File: src/rtl/pio_regs_pkg.sv
package pio_regs_pkg;

    localparam int unsigned BYTE_W    = 8;
    localparam int unsigned WORD_W    = 2 * BYTE_W;
    localparam int unsigned ADDR_W    = 3;
    localparam int unsigned ACT_N     = 4;
    localparam int unsigned SENSE_N   = 2;
    localparam int unsigned LINE_N    = 2;
    localparam int unsigned IRQ_SEL_W = 3;
    localparam int unsigned DMA_SEL_W = 2;
    localparam int unsigned SETTLE_W  = 3;
    localparam int unsigned CLKSRC_W  = 2;
    localparam int unsigned IRQ_SRC_N = 3;

    localparam logic [BYTE_W-1:0] BOARD_ID = 8'h63;

    // control-side offsets
    typedef enum logic [ADDR_W-1:0] {
        REG_ACTION  = 3'd0,
        REG_BCTRL   = 3'd1,
        REG_SETUP_L = 3'd2,
        REG_SETUP_H = 3'd3,
        REG_DOUT_L  = 3'd4,
        REG_DOUT_H  = 3'd5,
        REG_HS_DOUT = 3'd6,
        REG_UNUSED  = 3'd7
    } reg_ofs_e;

    // status-side offsets
    localparam logic [ADDR_W-1:0] RD_STATUS = 3'd0;
    localparam logic [ADDR_W-1:0] RD_ID     = 3'd2;
    localparam logic [ADDR_W-1:0] RD_DIN_L  = 3'd4;
    localparam logic [ADDR_W-1:0] RD_DIN_H  = 3'd5;

    // trigger bit positions
    localparam int unsigned ACT_DRIVE   = 0;
    localparam int unsigned ACT_PRST    = 1;
    localparam int unsigned ACT_RDSTART = 2;
    localparam int unsigned ACT_TCCLR   = 3;

    // interrupt source order inside irq_src vectors
    localparam int unsigned SRC_RDY  = 0;
    localparam int unsigned SRC_ATTN = 1;
    localparam int unsigned SRC_TC   = 2;

    // status word bit positions
    localparam int unsigned ST_READY   = 0;
    localparam int unsigned ST_SENSE   = 1;
    localparam int unsigned ST_ATTN    = 3;
    localparam int unsigned ST_PSTAT   = 4;
    localparam int unsigned ST_IRQ_SRC = 5;
    localparam int unsigned ST_IRQ_ANY = 8;
    localparam int unsigned ST_DMA     = 9;
    localparam int unsigned ST_TC      = 11;
    localparam int unsigned ST_WORD    = 14;

    typedef struct packed {
        logic word_mode;
        logic dma_out_en;
        logic dma_in_en;
        logic gie;
        logic tc_ie;
        logic rdy_ie;
        logic attn_ie;
    } bctrl_t;

    typedef struct packed {
        logic [CLKSRC_W-1:0]  clk_hi;
        logic [CLKSRC_W-1:0]  clk_lo;
        logic [SETTLE_W-1:0]  settle;
        logic [DMA_SEL_W-1:0] dma_sel;
        logic [IRQ_SEL_W-1:0] irq_sel;
        logic [LINE_N-1:0]    line_low;
    } setup_t;

    // b = {data[7], data[5:0]}; bit 6 of the byte is dropped by the caller
    function automatic bctrl_t bctrl_unpack(input logic [6:0] b);
        bctrl_t r;
        r.word_mode  = b[6];
        r.dma_out_en = b[5];
        r.dma_in_en  = b[4];
        r.gie        = b[3];
        r.tc_ie      = b[2];
        r.rdy_ie     = b[1];
        r.attn_ie    = b[0];
        return r;
    endfunction

    function automatic setup_t setup_load_lo(input setup_t s, input logic [6:0] b);
        setup_t r;
        r          = s;
        r.line_low = b[1:0];
        r.irq_sel  = b[4:2];
        r.dma_sel  = b[6:5];
        return r;
    endfunction

    function automatic setup_t setup_load_hi(input setup_t s, input logic [7:1] b);
        setup_t r;
        r        = s;
        r.settle = b[3:1];
        r.clk_lo = b[5:4];
        r.clk_hi = b[7:6];
        return r;
    endfunction

endpackage

File: src/rtl/pio_wr_decode.sv
module pio_wr_decode
    import pio_regs_pkg::*;
(
    input  logic              clk,
    input  logic              rst,
    input  logic              wr_en,
    input  logic              wr_word,
    input  logic [ADDR_W-1:0] wr_addr,
    input  logic [ACT_N-1:0]  act_bits,
    output logic [ACT_N-1:0]  act_now,
    output logic [ACT_N-1:0]  act_pulse,
    output logic              ld_bctrl,
    output logic              ld_setup_lo,
    output logic              ld_setup_hi,
    output logic              ld_dout_lo,
    output logic              ld_dout_hi,
    output logic              hs_pulse
);

    logic hit_action;
    logic hit_hs;

    assign hit_action = wr_en && (wr_addr == REG_ACTION);
    assign hit_hs     = wr_en && wr_word && (wr_addr == REG_HS_DOUT);

    // one trigger lane per action bit: combinational for local use, registered for the pins
    for (genvar g = 0; g < ACT_N; g++) begin : g_act
        assign act_now[g] = hit_action && act_bits[g];
        always_ff @(posedge clk) begin
            if (rst) act_pulse[g] <= 1'b0;
            else     act_pulse[g] <= act_now[g];
        end
    end

    assign ld_bctrl    = wr_en && (wr_addr == REG_BCTRL);
    assign ld_setup_lo = wr_en && (wr_addr == REG_SETUP_L);
    assign ld_setup_hi = wr_en && ((wr_word && wr_addr == REG_SETUP_L) ||
                                   (!wr_word && wr_addr == REG_SETUP_H));
    assign ld_dout_lo  = wr_en && (wr_addr == REG_DOUT_L) || hit_hs;
    assign ld_dout_hi  = wr_en && ((wr_word && wr_addr == REG_DOUT_L) ||
                                   (!wr_word && wr_addr == REG_DOUT_H)) || hit_hs;

    always_ff @(posedge clk) begin
        if (rst) hs_pulse <= 1'b0;
        else     hs_pulse <= hit_hs;
    end

    AST_ACT_FROM_WRITE: assert property (@(posedge clk) disable iff (rst)
        (act_pulse != '0) |-> ($past(wr_en) && $past(wr_addr) == REG_ACTION));

    AST_HS_WORD_ONLY: assert property (@(posedge clk) disable iff (rst)
        hs_pulse |-> ($past(wr_word) && $past(wr_en)));

endmodule

File: src/rtl/pio_ctrl_store.sv
module pio_ctrl_store
    import pio_regs_pkg::*;
(
    input  logic              clk,
    input  logic              rst,
    input  logic              wr_word,
    input  logic [WORD_W-1:0] wr_data,
    input  logic              ld_bctrl,
    input  logic              ld_setup_lo,
    input  logic              ld_setup_hi,
    input  logic              ld_dout_lo,
    input  logic              ld_dout_hi,
    output bctrl_t            bctrl_q,
    output setup_t            setup_q,
    output logic [WORD_W-1:0] dout_q
);

    logic [BYTE_W-1:0] lo_b;
    logic [BYTE_W-1:0] hi_b;
    setup_t            setup_n;
    logic [WORD_W-1:0] dout_n;

    // byte writes carry their data on the low lane, whatever byte they target
    assign lo_b = wr_data[BYTE_W-1:0];
    assign hi_b = wr_word ? wr_data[WORD_W-1:BYTE_W] : lo_b;

    always_comb begin
        setup_n = setup_q;
        if (ld_setup_lo) setup_n = setup_load_lo(setup_n, lo_b[6:0]);
        if (ld_setup_hi) setup_n = setup_load_hi(setup_n, hi_b[7:1]);
        dout_n = dout_q;
        if (ld_dout_lo) dout_n[BYTE_W-1:0]      = lo_b;
        if (ld_dout_hi) dout_n[WORD_W-1:BYTE_W] = hi_b;
    end

    always_ff @(posedge clk) begin
        if (rst) begin
            bctrl_q <= '0;
            setup_q <= '0;
            dout_q  <= '0;
        end else begin
            if (ld_bctrl) bctrl_q <= bctrl_unpack({lo_b[7], lo_b[5:0]});
            setup_q <= setup_n;
            dout_q  <= dout_n;
        end
    end

    AST_BCTRL_HOLD: assert property (@(posedge clk) disable iff (rst)
        !ld_bctrl |=> $stable(bctrl_q));

    AST_SETUP_HOLD: assert property (@(posedge clk) disable iff (rst)
        !(ld_setup_lo || ld_setup_hi) |=> $stable(setup_q));

    AST_DOUT_HOLD: assert property (@(posedge clk) disable iff (rst)
        !(ld_dout_lo || ld_dout_hi) |=> $stable(dout_q));

endmodule

File: src/rtl/pio_irq_unit.sv
module pio_irq_unit
    import pio_regs_pkg::*;
(
    input  logic                 clk,
    input  logic                 rst,
    input  logic                 tc_clr,
    input  logic                 dma_tc,
    input  logic                 dma_active,
    input  logic                 xfer_ready,
    input  logic                 attn_n,
    input  logic                 gie,
    input  logic                 rdy_ie,
    input  logic                 attn_ie,
    input  logic                 tc_ie,
    input  logic [IRQ_SEL_W-1:0] irq_sel,
    output logic                 tc_latched,
    output logic [IRQ_SRC_N-1:0] irq_src,
    output logic                 irq_any,
    output logic                 irq_req
);

    logic                 tc_hit;
    logic [IRQ_SRC_N-1:0] src_cond;
    logic [IRQ_SRC_N-1:0] src_en;

    assign tc_hit = dma_tc && dma_active;

    // a fresh terminal count outranks a clear in the same cycle
    always_ff @(posedge clk) begin
        if (rst)         tc_latched <= 1'b0;
        else if (tc_hit) tc_latched <= 1'b1;
        else if (tc_clr) tc_latched <= 1'b0;
    end

    always_comb begin
        src_cond           = '0;
        src_en             = '0;
        src_cond[SRC_RDY]  = xfer_ready;
        src_cond[SRC_ATTN] = !attn_n;
        src_cond[SRC_TC]   = tc_latched;
        src_en[SRC_RDY]    = rdy_ie;
        src_en[SRC_ATTN]   = attn_ie;
        src_en[SRC_TC]     = tc_ie;
    end

    for (genvar g = 0; g < IRQ_SRC_N; g++) begin : g_src
        assign irq_src[g] = gie && src_en[g] && src_cond[g];
    end

    assign irq_any = |irq_src;
    assign irq_req = irq_any && (irq_sel != '0);

    AST_TC_CATCH: assert property (@(posedge clk) disable iff (rst)
        (dma_tc && dma_active) |=> tc_latched);

    AST_TC_STICKY: assert property (@(posedge clk) disable iff (rst)
        (tc_latched && !tc_clr) |=> tc_latched);

    AST_SRC_NEEDS_GIE: assert property (@(posedge clk) disable iff (rst)
        (irq_src != '0) |-> gie);

    AST_REQ_DROPS: assert property (@(posedge clk) disable iff (rst)
        $fell(gie) |-> !irq_req);

endmodule

File: src/rtl/pio_rd_mux.sv
module pio_rd_mux
    import pio_regs_pkg::*;
(
    input  logic                 clk,
    input  logic                 rst,
    input  logic                 rd_word,
    input  logic [ADDR_W-1:0]    rd_addr,
    input  logic                 xfer_ready,
    input  logic [SENSE_N-1:0]   sense_n,
    input  logic                 attn_n,
    input  logic                 pstat_in,
    input  logic                 pstat_pol,
    input  logic [IRQ_SRC_N-1:0] irq_src,
    input  logic                 irq_any,
    input  logic                 dma_active,
    input  logic                 tc_latched,
    input  logic                 word_mode,
    input  logic [WORD_W-1:0]    din,
    output logic [WORD_W-1:0]    rd_data
);

    logic [WORD_W-1:0] status_w;
    logic [WORD_W-1:0] full_w;

    always_comb begin
        status_w                               = '0;
        status_w[ST_READY]                     = xfer_ready;
        status_w[ST_SENSE +: SENSE_N]          = ~sense_n;
        status_w[ST_ATTN]                      = !attn_n;
        status_w[ST_PSTAT]                     = pstat_in ^ pstat_pol;
        status_w[ST_IRQ_SRC +: IRQ_SRC_N]      = irq_src;
        status_w[ST_IRQ_ANY]                   = irq_any;
        status_w[ST_DMA]                       = dma_active;
        status_w[ST_TC]                        = tc_latched;
        status_w[ST_WORD]                      = word_mode;
    end

    always_comb begin
        case (rd_addr)
            RD_STATUS: full_w = status_w;
            RD_ID:     full_w = {{(WORD_W-BYTE_W){1'b0}}, BOARD_ID};
            RD_DIN_L:  full_w = din;
            RD_DIN_H:  full_w = {{(WORD_W-BYTE_W){1'b0}}, din[WORD_W-1:BYTE_W]};
            default:   full_w = '0;
        endcase
    end

    assign rd_data = rd_word ? full_w : {{(WORD_W-BYTE_W){1'b0}}, full_w[BYTE_W-1:0]};

    AST_ID_CONST: assert property (@(posedge clk) disable iff (rst)
        (rd_addr == RD_ID) |-> (rd_data[BYTE_W-1:0] == BOARD_ID));

endmodule

File: src/rtl/pio_host_regs.sv
module pio_host_regs
    import pio_regs_pkg::*;
(
    input  logic                 clk,
    input  logic                 rst,
    input  logic                 wr_en,
    input  logic                 wr_word,
    input  logic [ADDR_W-1:0]    wr_addr,
    input  logic [WORD_W-1:0]    wr_data,
    input  logic                 rd_word,
    input  logic [ADDR_W-1:0]    rd_addr,
    output logic [WORD_W-1:0]    rd_data,
    input  logic                 xfer_ready,
    input  logic [SENSE_N-1:0]   sense_n,
    input  logic                 attn_n,
    input  logic                 pstat_in,
    input  logic                 pstat_pol,
    input  logic                 dma_active,
    input  logic                 dma_tc,
    input  logic [WORD_W-1:0]    din,
    output logic                 act_drive_set,
    output logic                 act_periph_rst,
    output logic                 act_read_start,
    output logic                 act_tc_clear,
    output logic                 hs_send,
    output logic [WORD_W-1:0]    dout,
    output logic                 word_mode,
    output logic                 dma_in_en,
    output logic                 dma_out_en,
    output logic [LINE_N-1:0]    line_low,
    output logic [IRQ_SEL_W-1:0] irq_sel,
    output logic [DMA_SEL_W-1:0] dma_sel,
    output logic [SETTLE_W-1:0]  settle_sel,
    output logic [CLKSRC_W-1:0]  clk_src_lo,
    output logic [CLKSRC_W-1:0]  clk_src_hi,
    output logic                 irq_req
);

    logic [ACT_N-1:0]     act_now;
    logic [ACT_N-1:0]     act_pulse;
    logic                 ld_bctrl;
    logic                 ld_setup_lo;
    logic                 ld_setup_hi;
    logic                 ld_dout_lo;
    logic                 ld_dout_hi;
    bctrl_t               bctrl_q;
    setup_t               setup_q;
    logic                 tc_latched;
    logic [IRQ_SRC_N-1:0] irq_src;
    logic                 irq_any;

    pio_wr_decode u_dec (
        .clk         (clk),
        .rst         (rst),
        .wr_en       (wr_en),
        .wr_word     (wr_word),
        .wr_addr     (wr_addr),
        .act_bits    (wr_data[ACT_N-1:0]),
        .act_now     (act_now),
        .act_pulse   (act_pulse),
        .ld_bctrl    (ld_bctrl),
        .ld_setup_lo (ld_setup_lo),
        .ld_setup_hi (ld_setup_hi),
        .ld_dout_lo  (ld_dout_lo),
        .ld_dout_hi  (ld_dout_hi),
        .hs_pulse    (hs_send)
    );

    pio_ctrl_store u_store (
        .clk         (clk),
        .rst         (rst),
        .wr_word     (wr_word),
        .wr_data     (wr_data),
        .ld_bctrl    (ld_bctrl),
        .ld_setup_lo (ld_setup_lo),
        .ld_setup_hi (ld_setup_hi),
        .ld_dout_lo  (ld_dout_lo),
        .ld_dout_hi  (ld_dout_hi),
        .bctrl_q     (bctrl_q),
        .setup_q     (setup_q),
        .dout_q      (dout)
    );

    pio_irq_unit u_irq (
        .clk        (clk),
        .rst        (rst),
        .tc_clr     (act_now[ACT_TCCLR]),
        .dma_tc     (dma_tc),
        .dma_active (dma_active),
        .xfer_ready (xfer_ready),
        .attn_n     (attn_n),
        .gie        (bctrl_q.gie),
        .rdy_ie     (bctrl_q.rdy_ie),
        .attn_ie    (bctrl_q.attn_ie),
        .tc_ie      (bctrl_q.tc_ie),
        .irq_sel    (setup_q.irq_sel),
        .tc_latched (tc_latched),
        .irq_src    (irq_src),
        .irq_any    (irq_any),
        .irq_req    (irq_req)
    );

    pio_rd_mux u_rd (
        .clk        (clk),
        .rst        (rst),
        .rd_word    (rd_word),
        .rd_addr    (rd_addr),
        .xfer_ready (xfer_ready),
        .sense_n    (sense_n),
        .attn_n     (attn_n),
        .pstat_in   (pstat_in),
        .pstat_pol  (pstat_pol),
        .irq_src    (irq_src),
        .irq_any    (irq_any),
        .dma_active (dma_active),
        .tc_latched (tc_latched),
        .word_mode  (bctrl_q.word_mode),
        .din        (din),
        .rd_data    (rd_data)
    );

    assign act_drive_set  = act_pulse[ACT_DRIVE];
    assign act_periph_rst = act_pulse[ACT_PRST];
    assign act_read_start = act_pulse[ACT_RDSTART];
    assign act_tc_clear   = act_pulse[ACT_TCCLR];

    assign word_mode  = bctrl_q.word_mode;
    assign dma_in_en  = bctrl_q.dma_in_en;
    assign dma_out_en = bctrl_q.dma_out_en;
    assign line_low   = setup_q.line_low;
    assign irq_sel    = setup_q.irq_sel;
    assign dma_sel    = setup_q.dma_sel;
    assign settle_sel = setup_q.settle;
    assign clk_src_lo = setup_q.clk_lo;
    assign clk_src_hi = setup_q.clk_hi;

endmodule

File: config.mk
export PLATFORM = sky130hd
export DESIGN_NAME = pio_host_regs
export DESIGN_NICKNAME = d
export VERILOG_FILES = /design/src/rtl/pio_regs_pkg.sv /design/src/rtl/pio_wr_decode.sv /design/src/rtl/pio_ctrl_store.sv /design/src/rtl/pio_irq_unit.sv /design/src/rtl/pio_rd_mux.sv /design/src/rtl/pio_host_regs.sv
export SDC_FILE = /design/constraint.sdc
export NUM_CORES = 1
export LEC_CHECK = 0
export BUFFER_PORTS_ARGS = -buffer_cell sky130_fd_sc_hd__buf_4
export CORE_MARGIN = 8
export CORE_UTILIZATION = 49
export DETAILED_ROUTE_END_ITERATION = 7
export GPL_TIMING_DRIVEN = 0
export PLACE_DENSITY = 0.94
export SETUP_SLACK_MARGIN = 0.2
export SLEW_MARGIN = 15
export SYNTH_ARGS = -nofsm -noshare
export SYNTH_HDL_FRONTEND = slang
export SYNTH_SLANG_ARGS = --single-unit
export TNS_END_PERCENT = 50
File: constraint.sdc
create_clock -name clk -period 3.7 [get_ports clk]
set_input_delay 0.185 -clock clk [delete_from_list [all_inputs] [get_ports clk]]
set_output_delay 0.185 -clock clk [all_outputs]
set_load 0.05 [all_outputs]
==> key figures, run 1 <==
Outcome
  – Status: finished clean

Floorplan
  – Die area: 6686 sq um
  – # IOs: 106
  – Die extent in y: 81.77 um
  – Initial cell density of the core: 0.4971
  – Core area: 4264 sq um
  – Die W: 81.77 um
  – Rows: 24

Placed design
  – HPWL after DPL: 5373 um
  – I/O Buffers: 103
  – Global placement routability congestion: 0.8345

Worst setup path
  – Crit-path slowest cell: or3b_2
  – Critical Path RT: 3.51 ns
  – Reg2reg end: u_store.setup_q[8]
  – Crit path cell chain: buf_4 -> clkbuf_1 -> or3b_2 -> a311oi_1 -> buf_4
  – Largest fanout on the critical path: 10
  – Critical Path End Type: primary output
  – Worst R2R Path Depth: 2
  – Flop2flop setup slack: 2.96 ns
  – Reg2reg start: u_store.setup_q[8]
  – Worst Setup Start Kind: input port
  – Most used cell, CP: buf_4
  – Max incr delay on CP: 0.55 ns
  – CP Class: input port to primary output
  – Worst EP arrival: 1.57 ns

Logic synthesis
  – Syn Inst Count: 241
  – Post-Syn Nets: 292
  – Synth Register Bits: 43
  – Synth Area per Inst: 8.795 sq um
  – Async S/R FF share, synth: 0
  – Post-synth EDFFs: 0
  – Yosys cell types: 38
  – Synth warn: 0
  – Register area share after synthesis: 0.4061
  – Synthesized area: 2120 sq um
  – Commonest register cell after synthesis: dfxtp_1

Final layout
  – Reg area: 860.8 sq um
  – Filler instances: 320
  – Ant diodes: 0
  – Share of layout cells above drive strength 1: 0.3665
  – Final design utilization: 0.7127
  – Area grow syn2layout: 43.39%
  – Multi-input combinational cell area: 1141 sq um
  – Nets@finish: 402

GRT
  – Overflow after GRT: 0
  – First-pass GRT wire length: 11260 um
  – Total track usage: 0.2118
  – Vias in the first global route: 2401
  – Antenna violations before repair: 0
  – Largest net degree at the start of global routing: 13

Power
  – P_leak: 1.298 nW
  – Pwr Total: 1.031 mW
  – PwrDens: 339.1 nW/um^2
  – Peak VDD IR: 0.2773 mV

Clocking
  – Worst-path clk slew: 0.08 ns
  – CTS root buf: clkbuf_8
  – Max Buffers Root-to-Sink: 2
  – # clock sinks: 43
  – Num CTS Buffers: 5
  – Post-CTS Setup Bufs: 0
  – H-tree lvl count: 2
  – Hold_buf cts: 0
  – Skew-Pair Late Insertion Delay: 0.29 ns
  – CTS tree: yes
  – Cts repair resizes: 0

Job
  – Maxcap violations: 0

STA
  – Slew HR: 0.6370
  – Clk_skew: 0 ns
  – Worst Max-Slew Pin Slew: 0.5405 ns
  – Final period utilization: 0.4749
  – Setup TNS: 0 ns
  – Fmax: 569.1 MHz
  – Final setup fails: 0
  – Fin crit period: 1.757 ns
  – RSZ-0062 raised after global routing: false
  – Pins over their slew limit: 0
  – Hold Vio Cnt, Final: 0

Worst hold path
  – Worst hold path type: input port to flop
  – Hold Path Stages: 3
  – Hold_sp: wr_data[7]
  – Min-Delay Endpoint: u_store.bctrl_q[6]

Route
  – DR vias/cell: 5.663
  – Overall routed net length: 7063 um
  – Routed via count: 2288
  – Routed Antenna Nets: 0
  – Wire per inst: 17.48 um
  – Iteration-0 DRC Markers: 132
  – 1st-pass router iterations: 4
  – DRC: 0
==> layer usage <==
metal | up-vias | wire, um | track usage
met2 | 112 | 3465 | 0.3583
li1 | 1079 | - | -
met5 | - | 0 | 0
met4 | 0 | 236 | 0.1105
met1 | 1072 | 2765 | 0.2328
met3 | 25 | 596 | 0.06674
==> flip-flops by register name (all words and copies together) (netlist names) <==
name	count
u_dec.act_pulse	4
u_dec.hs_pulse	1
u_irq.tc_latched	1
u_store.setup_q	14
u_store.dout_q	16
u_store.bctrl_q	7
==> cell usage after synthesis, types with 2 or more instances <==
cell,n,area share
nor2_1,21,0.037
xor2_1,2,0.0083
o22ai_1,4,0.012
clkbuf_1,8,0.014
dfxtp_1,43,0.41
nor2b_1,5,0.015
nand3b_1,2,0.0071
inv_1,10,0.018
nand3_1,12,0.028
a211oi_1,16,0.057
buf_2,4,0.0094
mux2i_1,22,0.10
buf_1,3,0.0053
a211o_1,2,0.0083
nor3_1,16,0.038
nand2b_1,3,0.0089
and2_1,8,0.024
nand2_1,3,0.0053
and3b_1,2,0.0083
mux2_2,8,0.043
a21oi_1,21,0.050
o21ai_0,10,0.024
==> layout make-up <==
| cell class | instances | area share |
|---|---|---|
| repair buffers | 103 | 0.2544 |
| plain buffers | 17 | 0.02635 |
| clock inverters | 1 | 0.001647 |
| clock buffers | 7 | 0.02511 |
| well taps | 52 | 0.02141 |
| flip-flops and latches | 43 | 0.2832 |
| multi-input cells | 171 | 0.3755 |
| inverters | 10 | 0.01235 |
==> power breakdown <==
group	switching, mW	internal, mW
clock network	0.150	0.132
registers	0.00834	0.477
logic	0.162	0.101
total	0.321	0.710
==> layout by cell type (no fill, tap or decap), types with 8 or more instances in the layout <==
cell type | netlist | final
a21oi_1 | 21 | 21
mux2i_1 | 22 | 22
nor3_1 | 16 | 16
and2_1 | 8 | 8
a211oi_1 | 16 | 16
buf_4 | 1 | 104
inv_1 | 10 | 10
clkbuf_1 | 8 | 10
dfxtp_1 | 43 | 43
o21ai_0 | 10 | 10
mux2_2 | 8 | 8
nor2_1 | 21 | 21
nand3_1 | 12 | 12
==> worst max-delay path: cells and delay by family <==
family / cells / cell delay, ns
AO/OA/AOI/OAI: 1 / 0.26
buffers and inverters: 3 / 0.58
AND/OR/NAND/NOR: 1 / 0.55
==> through the flow <==
step	std cells	hold WS, ns	setup WS, ns	cell area [sq um]
2_1_floorplan	241	0.3067	1.439	2120
3_3_place_gp	396	0.4482	2.018	2958
3_5_place_dp	396	0.4527	1.980	2958
4_1_cts	404	0.1627	1.978	3039
5_1_grt	404	0.1611	1.865	3039
6_report	404	0.1620	1.943	3039
==> worst max-delay path by stage <==
stage                            start         end
CTS                         rd_addr[1]  rd_data[8]
global placement            rd_addr[1]  rd_data[8]
global route        u_store.bctrl_q[0]  rd_data[8]
floorplan                   rd_addr[1]  rd_data[8]
finish                      rd_addr[1]  rd_data[8]
detailed placement          rd_addr[1]  rd_data[8]
==> logic make-up (layout without fill, tap and decap cells) <==
group | Yosys count | count (layout) | synth area share
xor+xnor | 3 | 3 | 0.01240
compound gates | 57 | 57 | 0.1700
simple gates | 81 | 81 | 0.2096
buf+inv | 27 | 138 | 0.05549
mux | 30 | 30 | 0.1464
flops | 43 | 43 | 0.4061
Note: power is estimated with default switching activity, not from simulation.
==> inputs of run 2 (changes only) <==
ABC_AREA = 1   (was default)
CORE_UTILIZATION = 45   (was 49)
PLACE_DENSITY = 0.89   (was 0.94)
clock period = 1.7 ns   (was 3.7 ns; I/O delays follow)
==> run 2 against run 1 <==
Highest routed layer unchanged. Die area increased by 4.2%. Synthesized cell count up 17%. Critical path depth grew 3. Critical path type unchanged. Register-to-register slack got worse by 2.0 ns. Sequential power rose by 120%. Largest power group unchanged. Final area down 0.25%. Sequential cell count stayed put. Non-clock buffer count down 3.
==> key figures, run 2 <==
GRT
  – Vias in the first global route: 2329
  – Total track usage: 0.1909
  – Overflow after GRT: 0
  – Largest net degree at the start of global routing: 13
  – First-pass GRT wire length: 11210 um
  – Antenna violations before repair: 0

Floorplan
  – Rows: 24
  – Initial cell density of the core: 0.4675
  – Core area: 4384 sq um
  – Die area: 6970 sq um
  – Die extent in y: 83.49 um
  – # IOs: 106
  – Die W: 83.49 um

Route
  – DR vias/cell: 5.283
  – Overall routed net length: 6883 um
  – Iteration-0 DRC Markers: 194
  – DRC: 0
  – Routed Antenna Nets: 0
  – Routed via count: 2372
  – Wire per inst: 15.33 um
  – 1st-pass router iterations: 4

STA
  – Setup TNS: 0 ns
  – Hold Vio Cnt, Final: 0
  – Clk_skew: 0 ns
  – Pins over their slew limit: 0
  – Fin crit period: 1.404 ns
  – Final period utilization: 0.8259
  – Slew HR: 0.6963
  – RSZ-0062 raised after global routing: true
  – Fmax: 712.3 MHz
  – Final setup fails: 0
  – Worst Max-Slew Pin Slew: 0.4556 ns
  – Setup ws final: 0.2960 ns

Logic synthesis
  – Cell with the most instances after synthesis: nand2_1
  – Post-synth EDFFs: 0
  – Register area share after synthesis: 0.4200
  – Synthesized area: 2049 sq um
  – Syn Inst Count: 283
  – Synth warn: 0
  – Synth top area cells: dfxtp_1, nand2_1, a21oi_1
  – Async S/R FF share, synth: 0
  – Simple-gate share of the synthesized area: 0.2686
  – Adder-cell share of the synthesized area: 0
  – Synth Register Bits: 43
  – Yosys top cell area share: 0.4200
  – Yosys cell types: 32
  – Yosys top cell by area: dfxtp_1
  – Multiplexer share of the synthesized area: 0
  – Synth Area per Inst: 7.242 sq um
  – Top post-synthesis cells by count: nand2_1, dfxtp_1, a21oi_1
  – Synth Area in Compound Gates: 0.2027
  – Commonest register cell after synthesis: dfxtp_1
  – Largest family of logic cells by synthesized area: simple AND/OR/NAND/NOR gates
  – Synth Area in XOR/XNOR: 0.01221
  – Post-Syn Nets: 334

Worst hold path
  – Hold_sp: wr_data[6]
  – Worst hold path type: input port to flop
  – Hold Path Stages: 3
  – Min-Delay Endpoint: u_store.dout_q[6]

Power
  – Sw Pwr: 0.7381 mW
  – Share of total power in the clock network: 0.297
  – PwrDens: 780.7 nW/um^2
  – P_leak: 1.501 nW
  – Switching share of power: 0.3119
  – Combinational share of power: 0.252
  – Peak VDD IR: 0.4525 mV
  – Internal power: 1.629 mW
  – Reg power frac: 0.451

Final layout
  – Share of layout cells above drive strength 1: 0.3476
  – Multi-input combinational cell area: 1005 sq um
  – Reg area: 862.1 sq um
  – Area grow syn2layout: 47.92%
  – Final Non-Filler Cells: 449
  – Commonest non-fill, non-tap cell in the layout: buf_4
  – Largest register FFs: 16
  – Commonest non-fill, non-tap cells in the layout: buf_4, nand2_1, dfxtp_1
  – Filler instances: 365
  – Ant diodes: 0
  – Biggest register: u_store.dout_q
  – Nets@finish: 447
  – Top flop regs: u_store.dout_q: 16 flops, u_store.setup_q: 14 flops, u_store.bctrl_q: 7 flops

Worst setup path
  – Crit-path slowest cell: buf_2
  – Worst path bufs/invs: 4
  – Worst R2R Path Depth: 2
  – Critical Path End Type: primary output
  – Largest fanout on the critical path: 10
  – Max incr delay on CP: 0.26 ns
  – Reg2reg start: u_store.setup_q[5]
  – Crit path cell chain: buf_4 -> inv_1 -> nand2_1 -> nor2_1 -> buf_2 -> nand2_1 -> a21oi_1 -> buf_4
  – Worst EP arrival: 1.32 ns
  – Flop2flop setup slack: 1.01 ns
  – Worst Setup Start Kind: input port
  – Reg2reg end: u_store.setup_q[5]
  – Critical Path RT: 1.62 ns
  – Cell family with most CP delay: buffers and inverters
  – CP Class: input port to primary output

Clocking
  – CTS tree: yes
  – Post-CTS Setup Bufs: 0
  – H-tree lvl count: 2
  – Worst-path clk slew: 0.07 ns
  – Max Buffers Root-to-Sink: 2
  – Skew-Pair Late Insertion Delay: 0.30 ns
  – # clock sinks: 43
  – CTS root buf: clkbuf_8
  – Num CTS Buffers: 5

Job
  – Maxcap violations: 0

Placed design
  – HPWL after DPL: 5486 um
  – Placed cells: 440
  – Place WS: 0.3505 ns
  – I/O Buffers: 105
  – Global placement routability congestion: 0.8781

Outcome
  – Status: finished clean
==> run 2: cells by family after synthesis <==
| logic type | after synthesis |
|---|---|
| flops | 43 |
| buf+inv | 43 |
| xor+xnor | 2 |
| simple gates | 120 |
| compound gates | 75 |
==> run 2: worst max path at each step <==
stage | start | endpoint | slack [ns] | cells after the start
2_1_floorplan | rd_addr[1] | rd_data[11] | 0.15 | 6
3_3_place_gp | rd_addr[1] | rd_data[14] | 0.39 | 8
3_5_place_dp | rd_addr[1] | rd_data[11] | 0.35 | 8
4_1_cts | u_store.bctrl_q[3] | rd_data[8] | 0.21 | 5
5_1_grt | rd_addr[1] | rd_data[11] | 0.16 | 8
6_report | rd_addr[1] | rd_data[11] | 0.30 | 8
==> run 2: timing repair <==
| action | in CTS | in global routing |
|---|---|---|
| hold endpoints to repair | 1 | 0 |
| hold buffers | 1 | 0 |
| setup endpoints to repair | 0 | 3 |
| gates resized for setup | 0 | 4 |
==> run 2: tightest hold or removal path, delay by kind of cell <==
| kind | cells | cell delay, ns |
|---|---|---|
| AOI/OAI and AO/OA | 1 | 0.05 |
| and+or+nand+nor | 1 | 0.05 |
| buffers and inverters | 1 | 0.11 |
==> run 2: layout make-up <==
| cell class | instances | area share |
|---|---|---|
| Timing Repair Buffer | 106 | 0.2645 |
| Sequential cell | 43 | 0.2844 |
| Clock buffer | 8 | 0.03302 |
| Inverter | 32 | 0.03962 |
| Multi-Input combinational cell | 197 | 0.3314 |
| Buffer | 11 | 0.02559 |
| Tap cell | 52 | 0.02146 |
==> run 2: routing by layer <==
layer,vias to the layer above,part of all wire,global-route usage
met4,0,0.015,0.07378
met5,-,0,0
met3,7,0.077,0.06055
li1,1172,-,-
met2,106,0.48,0.3190
met1,1087,0.43,0.2208
==> run 2: power groups by stage <==
stage          Combinational (mW)  Clock [mW]  Sequential (mW)
4_1_cts                     0.596       0.715             1.07
3_5_place_dp                0.592           0             1.09
6_report                    0.596       0.702             1.07
5_1_grt                     0.638       0.762             1.07
3_3_place_gp                0.583           0             1.09
2_1_floorplan               0.239           0             1.20
==> run 2: through the flow <==
step | power [mW] | cell area [sq um] | utilization | hold slack, ns
finish | 2.367 | 3032 | 0.6915 | 0.04994
global route | 2.473 | 3032 | 0.6915 | 0.04612
CTS | 2.378 | 3017 | 0.6881 | 0.04833
detailed placement | 1.682 | 2907 | 0.6630 | 0.2990
global placement | 1.672 | 2907 | 0.6630 | 0.2978
floorplan | 1.444 | 2053 | - | 0.1618
==> inputs of run 3 (changes only) <==
clock period = 1.47 ns   (was 1.7 ns; I/O delays follow)
==> run 3 against run 2 <==
Routed wire length increased by 2.4%. Clock skew did not move. Sequential power increased by 16%. Die area unchanged. Combinational power grew 19%. Core utilization is 1.3 points higher. Sequential cell count unchanged. Critical path depth is 3 lower. Global-route usage fell by 0.27 points. Clock power is 25% higher. Sequential share of layout area is 0.49 points lower. Largest cell class unchanged. Largest power group unchanged.
==> key figures, run 3 (synthesis gave the netlist of run 2 again) <==
Floorplan
  – Die W: 83.49 um
  – Die extent in y: 83.49 um
  – Rows: 24
  – Core area: 4384 sq um
  – Die area: 6970 sq um
  – # IOs: 106
  – Initial cell density of the core: 0.4675

Final layout
  – Largest register FFs: 16
  – Biggest register: u_store.dout_q
  – Ant diodes: 0
  – Final design utilization: 0.7046
  – Commonest non-fill, non-tap cells in the layout: buf_4, nand2_1, dfxtp_1
  – Top flop regs: u_store.dout_q: 16 flops, u_store.setup_q: 14 flops, u_store.bctrl_q: 7 flops
  – Nets@finish: 447
  – Commonest non-fill, non-tap cell in the layout: buf_4
  – Share of layout cells above drive strength 1: 0.3712
  – Final Non-Filler Cells: 448
  – Final Cell Area: 3089 sq um
  – Area grow syn2layout: 50.73%

STA
  – Setup TNS: 0 ns
  – Final setup fails: 0
  – Fin crit period: 1.373 ns
  – Clk_skew: 0 ns
  – RSZ-0062 raised after global routing: true
  – Fmax: 728.5 MHz
  – Hold Vio Cnt, Final: 0
  – Pins over their slew limit: 0
  – Worst Max-Slew Pin Slew: 0.4843 ns
  – Final period utilization: 0.9338
  – Slew HR: 0.6771

Clocking
  – Worst-path clk slew: 0.08 ns
  – H-tree lvl count: 2
  – Max Buffers Root-to-Sink: 2
  – CTS tree: yes
  – # clock sinks: 43
  – Skew-Pair Late Insertion Delay: 0.29 ns
  – Post-CTS Setup Bufs: 0
  – Num CTS Buffers: 5
  – CTS root buf: clkbuf_8

Placed design
  – HPWL after DPL: 5462 um
  – Placed cells: 440
  – Area post-placement: 2927 sq um
  – Global placement routability congestion: 0.8398
  – I/O Buffers: 105

Power
  – Sw Pwr: 0.8619 mW
  – PwrDens: 913.3 nW/um^2
  – Combinational share of power: 0.251
  – Share of total power in the clock network: 0.311
  – Internal power: 1.959 mW
  – Peak VDD IR: 0.4731 mV
  – Switching share of power: 0.3055
  – Pwr Total: 2.821 mW
  – P_leak: 1.512 nW
  – Reg power frac: 0.438

Worst setup path
  – Reg2reg start: u_store.bctrl_q[6]
  – Worst Setup SP: u_store.bctrl_q[3]
  – Flop2flop setup slack: 0.75 ns
  – Critical Path RT: 1.40 ns
  – Worst R2R Path Depth: 2
  – CP Class: flop to primary output
  – Worst EP arrival: 1.30 ns
  – Reg2reg end: u_store.bctrl_q[6]
  – Critical Path End Type: primary output
  – Largest fanout on the critical path: 4
  – Worst Setup Start Kind: flop

GRT
  – Overflow after GRT: 0
  – First-pass GRT wire length: 11010 um
  – Antenna violations before repair: 0
  – Total track usage: 0.1881
  – Vias in the first global route: 2294
  – Largest net degree at the start of global routing: 13

Worst hold path
  – Worst hold path type: input port to flop
  – Hold_sp: dma_tc
  – Min-Delay Endpoint: u_irq.tc_latched
  – Hold Path Stages: 3

Route
  – Routed Antenna Nets: 0
  – Wire per inst: 15.73 um
  – Iteration-0 DRC Markers: 109
  – Overall routed net length: 7048 um
  – Routed via count: 2356
  – 1st-pass router iterations: 4
  – DR vias/cell: 5.259
  – DRC: 0

Outcome
  – Status: finished clean

Job
  – Maxcap violations: 0
==> run 3: changes by cell type in the layout (fill, tap and decap cells not counted), moves of 2 or more <==
cell,delta
a21oi_1,-2
a21oi_2,+2
buf_4,-3
buf_6,+4
clkbuf_8,-2
==> run 3: final cells by class <==
| cell class | instances | area (sq um) |
|---|---|---|
| clock inverters | 1 | 30.03 |
| inverters | 32 | 120.1 |
| repair buffers | 106 | 813.3 |
| multi-input cells | 197 | 1040 |
| plain buffers | 11 | 85.08 |
| fillers | 350 | 1295 |
| well taps | 52 | 65.06 |
| flip-flops and latches | 43 | 863.3 |
| clock buffers | 6 | 72.57 |
==> run 3: power groups by stage <==
stage | Clock, mW | Sequential [mW] | Combinational [mW]
floorplan | 0 | 1.39 | 0.281
CTS | 0.889 | 1.24 | 0.699
finish | 0.877 | 1.24 | 0.708
detailed placement | 0 | 1.26 | 0.690
global route | 0.936 | 1.24 | 0.750
global placement | 0 | 1.26 | 0.678
==> run 3: per-stage QoR <==
step / hold WS (ns) / setup WS [ns]
floorplan: 0.1503 / 0.1223
finish: 0.03084 / 0.09730
global placement: 0.2865 / 0.1610
detailed placement: 0.2809 / 0.1296
global route: 0.03905 / 0.06010
CTS: 0.02696 / 0.1165
==> run 3: critical path, stage by stage (launching register included) <==
cell      delay [ns]
dfxtp_2         0.35
nand3b_1        0.15
nand3_2         0.12
a22oi_1         0.17
nor2_1          0.07
buf_6           0.15
==> run 3: repair_timing <==
item / in CTS / in global routing
setup endpoints to repair: 11 / 21
gates resized for setup: 9 / 8
hold endpoints to repair: 1 / 0
hold buffers: 1 / 0
==> run 3: routing by layer <==
layer / part of all wire / vias up / GRT usage
li1: - / 1163 / -
met1: 0.41 / 1071 / 0.2062
met2: 0.49 / 104 / 0.3274
met3: 0.080 / 18 / 0.05762
met4: 0.024 / 0 / 0.07849
met5: 0 / - / 0
==> run 3: worst max path at each step <==
stage | endpoint | slack [ns] | cells after the start
CTS | rd_data[8] | 0.12 | 5
detailed placement | rd_data[11] | 0.13 | 8
floorplan | rd_data[8] | 0.12 | 4
finish | rd_data[8] | 0.1 | 5
global placement | rd_data[11] | 0.16 | 8
global route | rd_data[8] | 0.06 | 5
